[src/rtl/agen_pkg.sv]
package agen_pkg;

  typedef enum logic {
    SEQ_IDLE = 1'b0,
    SEQ_RUN  = 1'b1
  } seq_state_e;

  // twiddle exponent: butterfly count with its k low bits cleared
  function automatic int unsigned tw_of(input int unsigned cnt, input int unsigned k);
    return (cnt >> k) << k;
  endfunction

endpackage

[src/rtl/agen_seq.sv]
module agen_seq
  import agen_pkg::*;
#(
  parameter int AW = 4,
  localparam int BW = AW - 1,
  localparam int SW = $clog2(AW)
) (
  input  logic          clk,
  input  logic          rst_n,
  input  logic          start,
  input  logic          ready,
  output logic [SW-1:0] stage,
  output logic [BW-1:0] bf,
  output logic          valid,
  output logic          stage_last,
  output logic          done,
  output logic          fire,
  output logic          stage_step,
  output logic          xfer_end
);

  localparam logic [SW-1:0] LAST_STAGE = SW'(AW - 1);
  localparam logic [BW-1:0] LAST_BF    = {BW{1'b1}};

  seq_state_e    state_q;
  logic [SW-1:0] stage_q;
  logic [BW-1:0] bf_q;
  logic          done_q;
  logic          bf_wrap;
  logic          at_last;

  assign valid      = (state_q == SEQ_RUN);
  assign at_last    = (stage_q == LAST_STAGE);
  assign bf_wrap    = (bf_q == LAST_BF);
  assign fire       = valid & ready;
  assign stage_step = fire & bf_wrap & ~at_last;
  assign xfer_end   = fire & bf_wrap & at_last;

  always_ff @(posedge clk or negedge rst_n) begin
    if (!rst_n) begin
      state_q <= SEQ_IDLE;
      stage_q <= '0;
      bf_q    <= '0;
      done_q  <= 1'b0;
    end else begin
      done_q <= xfer_end;
      case (state_q)
        SEQ_IDLE: begin
          if (start) begin
            state_q <= SEQ_RUN;
            stage_q <= '0;
            bf_q    <= '0;
          end
        end
        default: begin
          if (fire) begin
            if (bf_wrap) begin
              bf_q <= '0;
              if (at_last) begin
                state_q <= SEQ_IDLE;
                stage_q <= '0;
              end else begin
                stage_q <= stage_q + 1'b1;
              end
            end else begin
              bf_q <= bf_q + 1'b1;
            end
          end
        end
      endcase
    end
  end

  assign stage      = stage_q;
  assign bf         = bf_q;
  assign stage_last = valid & at_last;
  assign done       = done_q;

endmodule

[src/rtl/agen_rot.sv]
module agen_rot #(
  parameter int AW = 4,
  localparam int SW = $clog2(AW)
) (
  input  logic [AW-1:0] word,
  input  logic [SW-1:0] amt,
  output logic [AW-1:0] rotated
);

  function automatic logic [AW-1:0] rotr(input logic [AW-1:0] w, input logic [SW-1:0] k);
    logic [2*AW-1:0] dbl;
    dbl = {w, w} >> k;
    return dbl[AW-1:0];
  endfunction

  assign rotated = rotr(word, amt);

endmodule

[src/rtl/agen_twiddle.sv]
module agen_twiddle
  import agen_pkg::*;
#(
  parameter int AW = 4,
  localparam int BW = AW - 1,
  localparam int SW = $clog2(AW)
) (
  input  logic [SW-1:0] stage,
  input  logic [BW-1:0] bf,
  output logic [BW-1:0] tw
);

  int unsigned full;

  assign full = tw_of(32'(bf), 32'(stage));
  assign tw   = full[BW-1:0];

endmodule

[src/rtl/fft_r2_agen.sv]
module fft_r2_agen #(
  parameter int N = 16,
  localparam int AW = $clog2(N),
  localparam int BW = AW - 1,
  localparam int SW = $clog2(AW)
) (
  input  logic          clk,
  input  logic          rst_n,
  input  logic          start,
  input  logic          ready,
  output logic [AW-1:0] addr_s,
  output logic [AW-1:0] addr_t,
  output logic [BW-1:0] tw_exp,
  output logic          valid,
  output logic          stage_last,
  output logic          done
);

  logic [SW-1:0] stage;
  logic [BW-1:0] bf;
  logic          fire;
  logic          stage_step;
  logic          xfer_end;
  logic [AW-1:0] addr_pair [2];

  agen_seq #(.AW(AW)) u_seq (
    .clk        (clk),
    .rst_n      (rst_n),
    .start      (start),
    .ready      (ready),
    .stage      (stage),
    .bf         (bf),
    .valid      (valid),
    .stage_last (stage_last),
    .done       (done),
    .fire       (fire),
    .stage_step (stage_step),
    .xfer_end   (xfer_end)
  );

  for (genvar g = 0; g < 2; g++) begin : g_leg
    logic [AW-1:0] word;
    assign word = {(g == 1) ? 1'b1 : 1'b0, bf};
    agen_rot #(.AW(AW)) u_rot (
      .word    (word),
      .amt     (stage),
      .rotated (addr_pair[g])
    );
  end

  agen_twiddle #(.AW(AW)) u_tw (
    .stage (stage),
    .bf    (bf),
    .tw    (tw_exp)
  );

  assign addr_s = addr_pair[0];
  assign addr_t = addr_pair[1];

endmodule

[config.mk]
export PLATFORM = sky130hd
export DESIGN_NAME = fft_r2_agen
export DESIGN_NICKNAME = d
export VERILOG_FILES = /design/src/rtl/agen_pkg.sv /design/src/rtl/agen_seq.sv /design/src/rtl/agen_rot.sv /design/src/rtl/agen_twiddle.sv /design/src/rtl/fft_r2_agen.sv
export SDC_FILE = /design/constraint.sdc
export NUM_CORES = 1
export LEC_CHECK = 0
export ABC_AREA = 0
export BUFFER_PORTS_ARGS = -buffer_cell sky130_fd_sc_hd__buf_2
export CAP_MARGIN = 20
export CORE_AREA = 2 2 39 41
export DETAILED_ROUTE_END_ITERATION = 16
export DIE_AREA = 0 0 41 43
export SETUP_SLACK_MARGIN = 0.02
export SLEW_MARGIN = 25
export SYNTH_ARGS = -nofsm -noshare
export SYNTH_HDL_FRONTEND = slang
export SYNTH_SLANG_ARGS = --single-unit
[constraint.sdc]
create_clock -name clk -period 2 [get_ports clk]
set_clock_uncertainty 0.15 [all_clocks]
set_input_delay 0.2 -clock clk [delete_from_list [all_inputs] [get_ports clk]]
set_output_delay 0.2 -clock clk [all_outputs]
set_load 0.005 [all_outputs]
After elaboration in Yosys (flattened, before gate mapping). Cells that the tools add are included.

Register bits: 7. Latch bits: 0. Bits in writable memories: 0. Memory bits (read-only): 0. Logic and storage cells: 35. Memories kept: 0.

Add/subtract/negate cells: 2. $mul: 0. Div/mod/pow operators: 0. $lt $le $gt $ge: 0. Eq/ne operators: 4. Shifts and indexed selects: 4. Mux-type cells: 14. Bitwise operators: 4. Reduce and logical (&&, ||, !) cells: 3.

Operators by type and width (number): $shl A32 B2 Y3 (1); $shr A3 B2 Y32 (1); $mux W3 (4); $mux W2 (5); $shr A8 B2 Y4 (1); $shr A7 B2 Y4 (1); $mux W1 (5); $and A1 B1 Y1 (4); $add A3 B1 Y3 const B (1); $eq A3 B3 Y1 const B (1); $reduce_and A3 Y1 (1); $add A2 B1 Y2 const B (1); $eq A2 B2 Y1 const B (1); $ne A2 B1 Y1 const B (1); $ne A2 B2 Y1 const B (1); $reduce_and A2 Y1 (1); $reduce_bool A2 Y1 (1).

Logic depth before layout (Yosys ltp).
Word-level depth: 5. Depth in mapped cells: 5. Gate-level depth less buffers: 5.

Hierarchy. From an unflattened synthesis, not the netlist that was laid out.

Cell total of the unflattened synthesis: 45. Area total of the unflattened synthesis: 636.9 µm².

By module, submodules not included: agen_seq (instances 1, cells an instance 32, area each 392.9 µm², sequential area each 175.2 µm²); agen_rot (instances 2, cells an instance 4, area each 105.1 µm², sequential area each 0.0 µm²); agen_twiddle (instances 1, cells an instance 3, area each 26.3 µm², sequential area each 0.0 µm²); fft_r2_agen (instances 1, cells an instance 2, area each 7.5 µm², sequential area each 0.0 µm²).

Least setup slack after synthesis. Ideal clock, no wire load.

Path type: register -> register. From: register u_seq.bf_q[0], in the netlist u_seq.bf[0]. To: register u_seq.bf_q[0], in the netlist u_seq.bf[0]. Library setup time: 66 ps. Arrival: 1351 ps. Slack: 433 ps. Stages on the path, launching flop included: 6. Period minus slack after synthesis: 1567 ps. Cell sequence: dfrtp_1 > ha_1 > ha_1 > or3b_1 > o21ai_0 > a22o_1.

Cells in the longest elaborated chain, start to end: 4. Elaborated cells between the ends (all ways): 5.

Ends and longest elaborated chain: start: declaration (RTL line agen_seq.sv:27) `logic [BW-1:0] bf_q;`; start signal: assignment (RTL line agen_seq.sv:66) `bf_q <= bf_q + 1'b1;`; $add A3 B1 Y3 / $eq A3 B3 Y1 (equally long branches) (RTL line agen_seq.sv:66, agen_seq.sv:34); $mux W3 (*) (RTL line agen_seq.sv:57) `if (bf_wrap) begin`; $mux W3 (*) (RTL line agen_seq.sv:56) `if (fire) begin`; $mux W3 (*) (RTL line agen_seq.sv:47) `case (state_q)`.

Mark *: on every way between the ends. The rest lies on a longest branch, timed or not. The select of a mux whose other input is x is not followed. A chain may end at the register's enable or synchronous reset.

Worst setup path in the final report.
From: register u_seq.stage_q[0], in the netlist u_seq.stage[0]. To: output addr_t[1].

Cells in the longest elaborated chain, start to end: 1.

Ends and longest elaborated chain: start: declaration (RTL line agen_seq.sv:26) `logic [SW-1:0] stage_q;`; start signal: assignment (RTL line agen_seq.sv:63) `stage_q <= stage_q + 1'b1;`; $shr A8 B2 Y4 (RTL line agen_rot.sv:12) `dbl = {w, w} >> k;`; end: declaration (RTL line fft_r2_agen.sv:12) `output logic [AW-1:0] addr_t,`.

No other way between the ends.

==> results.tsv <==
stage	metric	value	unit
outcome	status	complete, no violations	
final_layout	layout cell share with drive strength beyond 1	0.346	
timing	Final Max Tran Viols	0	
synth	Synth area leaders	dfrtp_1 (35%), mux2_2 (9.1%), ha_1 (7.6%), nor2_1 (5.3%), a21oi_1 (5.1%)	
hold_path	Min-Delay Path Class	in2reg	
route	post-route ant nets	0	
setup_path	critical-path maximum fanout	13	
hold_path	worst hold path startpoint	ready	
power_and_ir_drop	Overall Power	1.03	mW
synth	Post-synth EDFFs	0	
clock_tree	later-pin clock latency in the skew report	0.26	ns
global_routing	initial antenna violation count	0	
floorplanning	core footprint	1380	um2
route	vias post-DR	505	
route	final routed DRC violation total	0	
synth	Yosys top cell area share	0.354	
power_and_ir_drop	peak supply drop	0.000683	V
synth	syn_nets	65	
synth	Syn. warnings	0	
final_layout	Final Util	0.454	
final_layout	P&R area growth vs syn	26.8	%
global_routing	first-pass GRT wire length	1770	um
timing	final worst-path cycle share	0.904	
setup_path	CP Launch Point	u_seq.stage[0]$_DFFE_PN0P_	
synth	post-synthesis sequential area ratio	0.354	
route	drt pass-1 iters	6	
global_routing	vias in the first global route	435	
final_layout	Cell Count, Final, Fillers Out	94	
timing	RSZ-0062 raised after global routing	false	
route	1st-iter DRT viols	11	
floorplanning	Rows	14	
place	Inst Count DP	88	
setup_path	reg2reg start	u_seq.bf[0]$_DFFE_PN0P_	
setup_path	crit end category	output pin	
route	Post-Route WL	1100	um
setup_path	Worst Path Required	1.65	ns
global_routing	GRT Util Overall	0.150	
clock_tree	TritonCTS Buffers	3	
timing	setup ws final	0.192	ns
synth	Main synth FF type	dfrtp_1	
clock_tree	CTS Root Cell	clkbuf_4	
setup_path	worst path arrival time	1.46	ns
setup_path	Worst setup SP type	register	
clock_tree	CTS Sinks	7	
synth	Mapped Area	495	um2
job	Max-Cap Viols	0	
floorplanning	Die Y	43	um
global_routing	grt ovf	0	
route	Vias per Instance	5.37	
clock_tree	CTS clk-pin slew, worst paths	0.05	ns
synth	FF+latch count, synth	7	
clock_tree	Clock Path Buffers	2	
timing	min cycle time layout	1.81	ns
setup_path	crit path kind	reg2out	
place	Placer Congestion	0.749	
timing	final setup fails	0	
timing	Worst Max-Slew Pin Slew	0.394	ns
final_layout	antenna diode count	0	
place	IO Port Bufs	17	
timing	Final Hold Viols	0	
route	drt wl/cell	11.7	um
timing	max_slew headroom	0.737	
final_layout	Fillers	147	
synth	mean area per synthesized cell	8.54	um2
place	hpwl dp	823	um
synth	Synth area leader	dfrtp_1	
floorplanning	die area	1760	um2
floorplanning	die width	41	um
synth	synth cell count leaders	dfrtp_1 (7), nor2_1 (7), nand2_1 (6)	
timing	max frequency	0.553	GHz
place	pre-CTS WS	0.343	ns
global_routing	largest net degree at the start of global routing	16	
final_layout	final net count	86	
floorplanning	Top Ports	18	
power_and_ir_drop	pwr/cell area	1640	nW/um2
synth	Syn Inst Count	58	
clock_tree	# H-tree levels	1	
clock_tree	CTS tree	done	
floorplanning	initial cell density of the core	0.358	
timing	Setup TNS	0	ns
power_and_ir_drop	P_leak	0.310	nW
synth	count of cell types in the netlist	24	
synth	fraction of registers with async set/reset	1.00	
==> registers in the layout, summed over array words and instances (netlist names) <==
signal and count:
u_seq.bf 3, u_seq.done 1, u_seq.valid 1, u_seq.stage 2
==> metal layers <==
metal  up-vias  GRT usage  wire, um
li1        246          -         -
met1       239      0.197       445
met2        18      0.209       566
met3         2     0.0785        71
met4         0     0.0400        16
met5         -          0         0
==> per-stage QoR <==
stage	area [um2]	hold WS, ns
final	628	0.130
after global routing	628	0.163
after CTS	627	0.132
after detailed placement	581	-0.107
after global placement	581	-0.107
after floorplan	495	-0.246
==> placed cells by master, fill, tap and decap left out, types with 2 or more instances in the layout <==
cell / count
o21ai_0: 4
nand2b_1: 2
a22o_1: 2
nor2_1: 7
nand3_1: 2
nand2_1: 6
a31oi_1: 2
mux2_2: 4
dfrtp_1: 6
buf_2: 17
ha_1: 3
dlygate4sd3_1: 2
inv_1: 2
clkbuf_4: 3
a21oi_1: 5
==> worst paths after layout <==
check | endpoint | slack (ns) | cells after the start
max in group asynchronous | u_seq.stage[0]$_DFFE_PN0P_ | 1.38 | 2
min | u_seq.stage[1]$_DFFE_PN0P_ | 0.13 | 3
max | addr_t[1] | 0.19 | 4
min in group asynchronous | u_seq.done$_DFF_PN0_ | 0.15 | 2
max reg2reg | u_seq.stage[0]$_DFFE_PN0P_ | 0.29 | 5
min reg2reg | u_seq.bf[1]$_DFFE_PN0P_ | 0.46 | 1
==> critical path: stages (launching register included) <==
cell	delay (ns)
dfrtp_2	0.47
mux2_2	0.39
nor2_1	0.13
a31oi_1	0.06
buf_2	0.15
==> report_power, final <==
group	total [mW]	internal (mW)	switching [mW]
combinational	0.587	0.312	0.275
sequential	0.310	0.195	0.116
clock	0.133	0.0765	0.0570
==> what timing repair did <==
item / in CTS / in global routing
gates resized for setup: 0 / 1
hold buffers: 2 / 0
endpoints found under the hold margin: 8 / 0
setup endpoints to repair: 0 / 6
setup buffers: 0 / 0
==> kinds of logic (layout without fill, tap and decap cells) <==
family / count (synthesis) / count (layout) / share of synthesized area
AND/OR/NAND/NOR: 24 / 24 / 0.245
AO/OA/AOI/OAI: 15 / 15 / 0.179
flip-flops: 7 / 7 / 0.354
buffers and inverters: 5 / 25 / 0.0555
multiplexers: 4 / 4 / 0.0909
adder cells (fa/ha/maj): 3 / 3 / 0.0758
==> cell type report <==
class	instances	area [um2]	area share
inverters	2	7.51	0.0120
flip-flops and latches	7	176	0.281
repair buffers	19	105	0.167
multi-input cells	46	293	0.466
clock buffers	4	26.3	0.0418
well taps	16	20.0	0.0319
No activity file was read; power rests on OpenSTA's default activity.
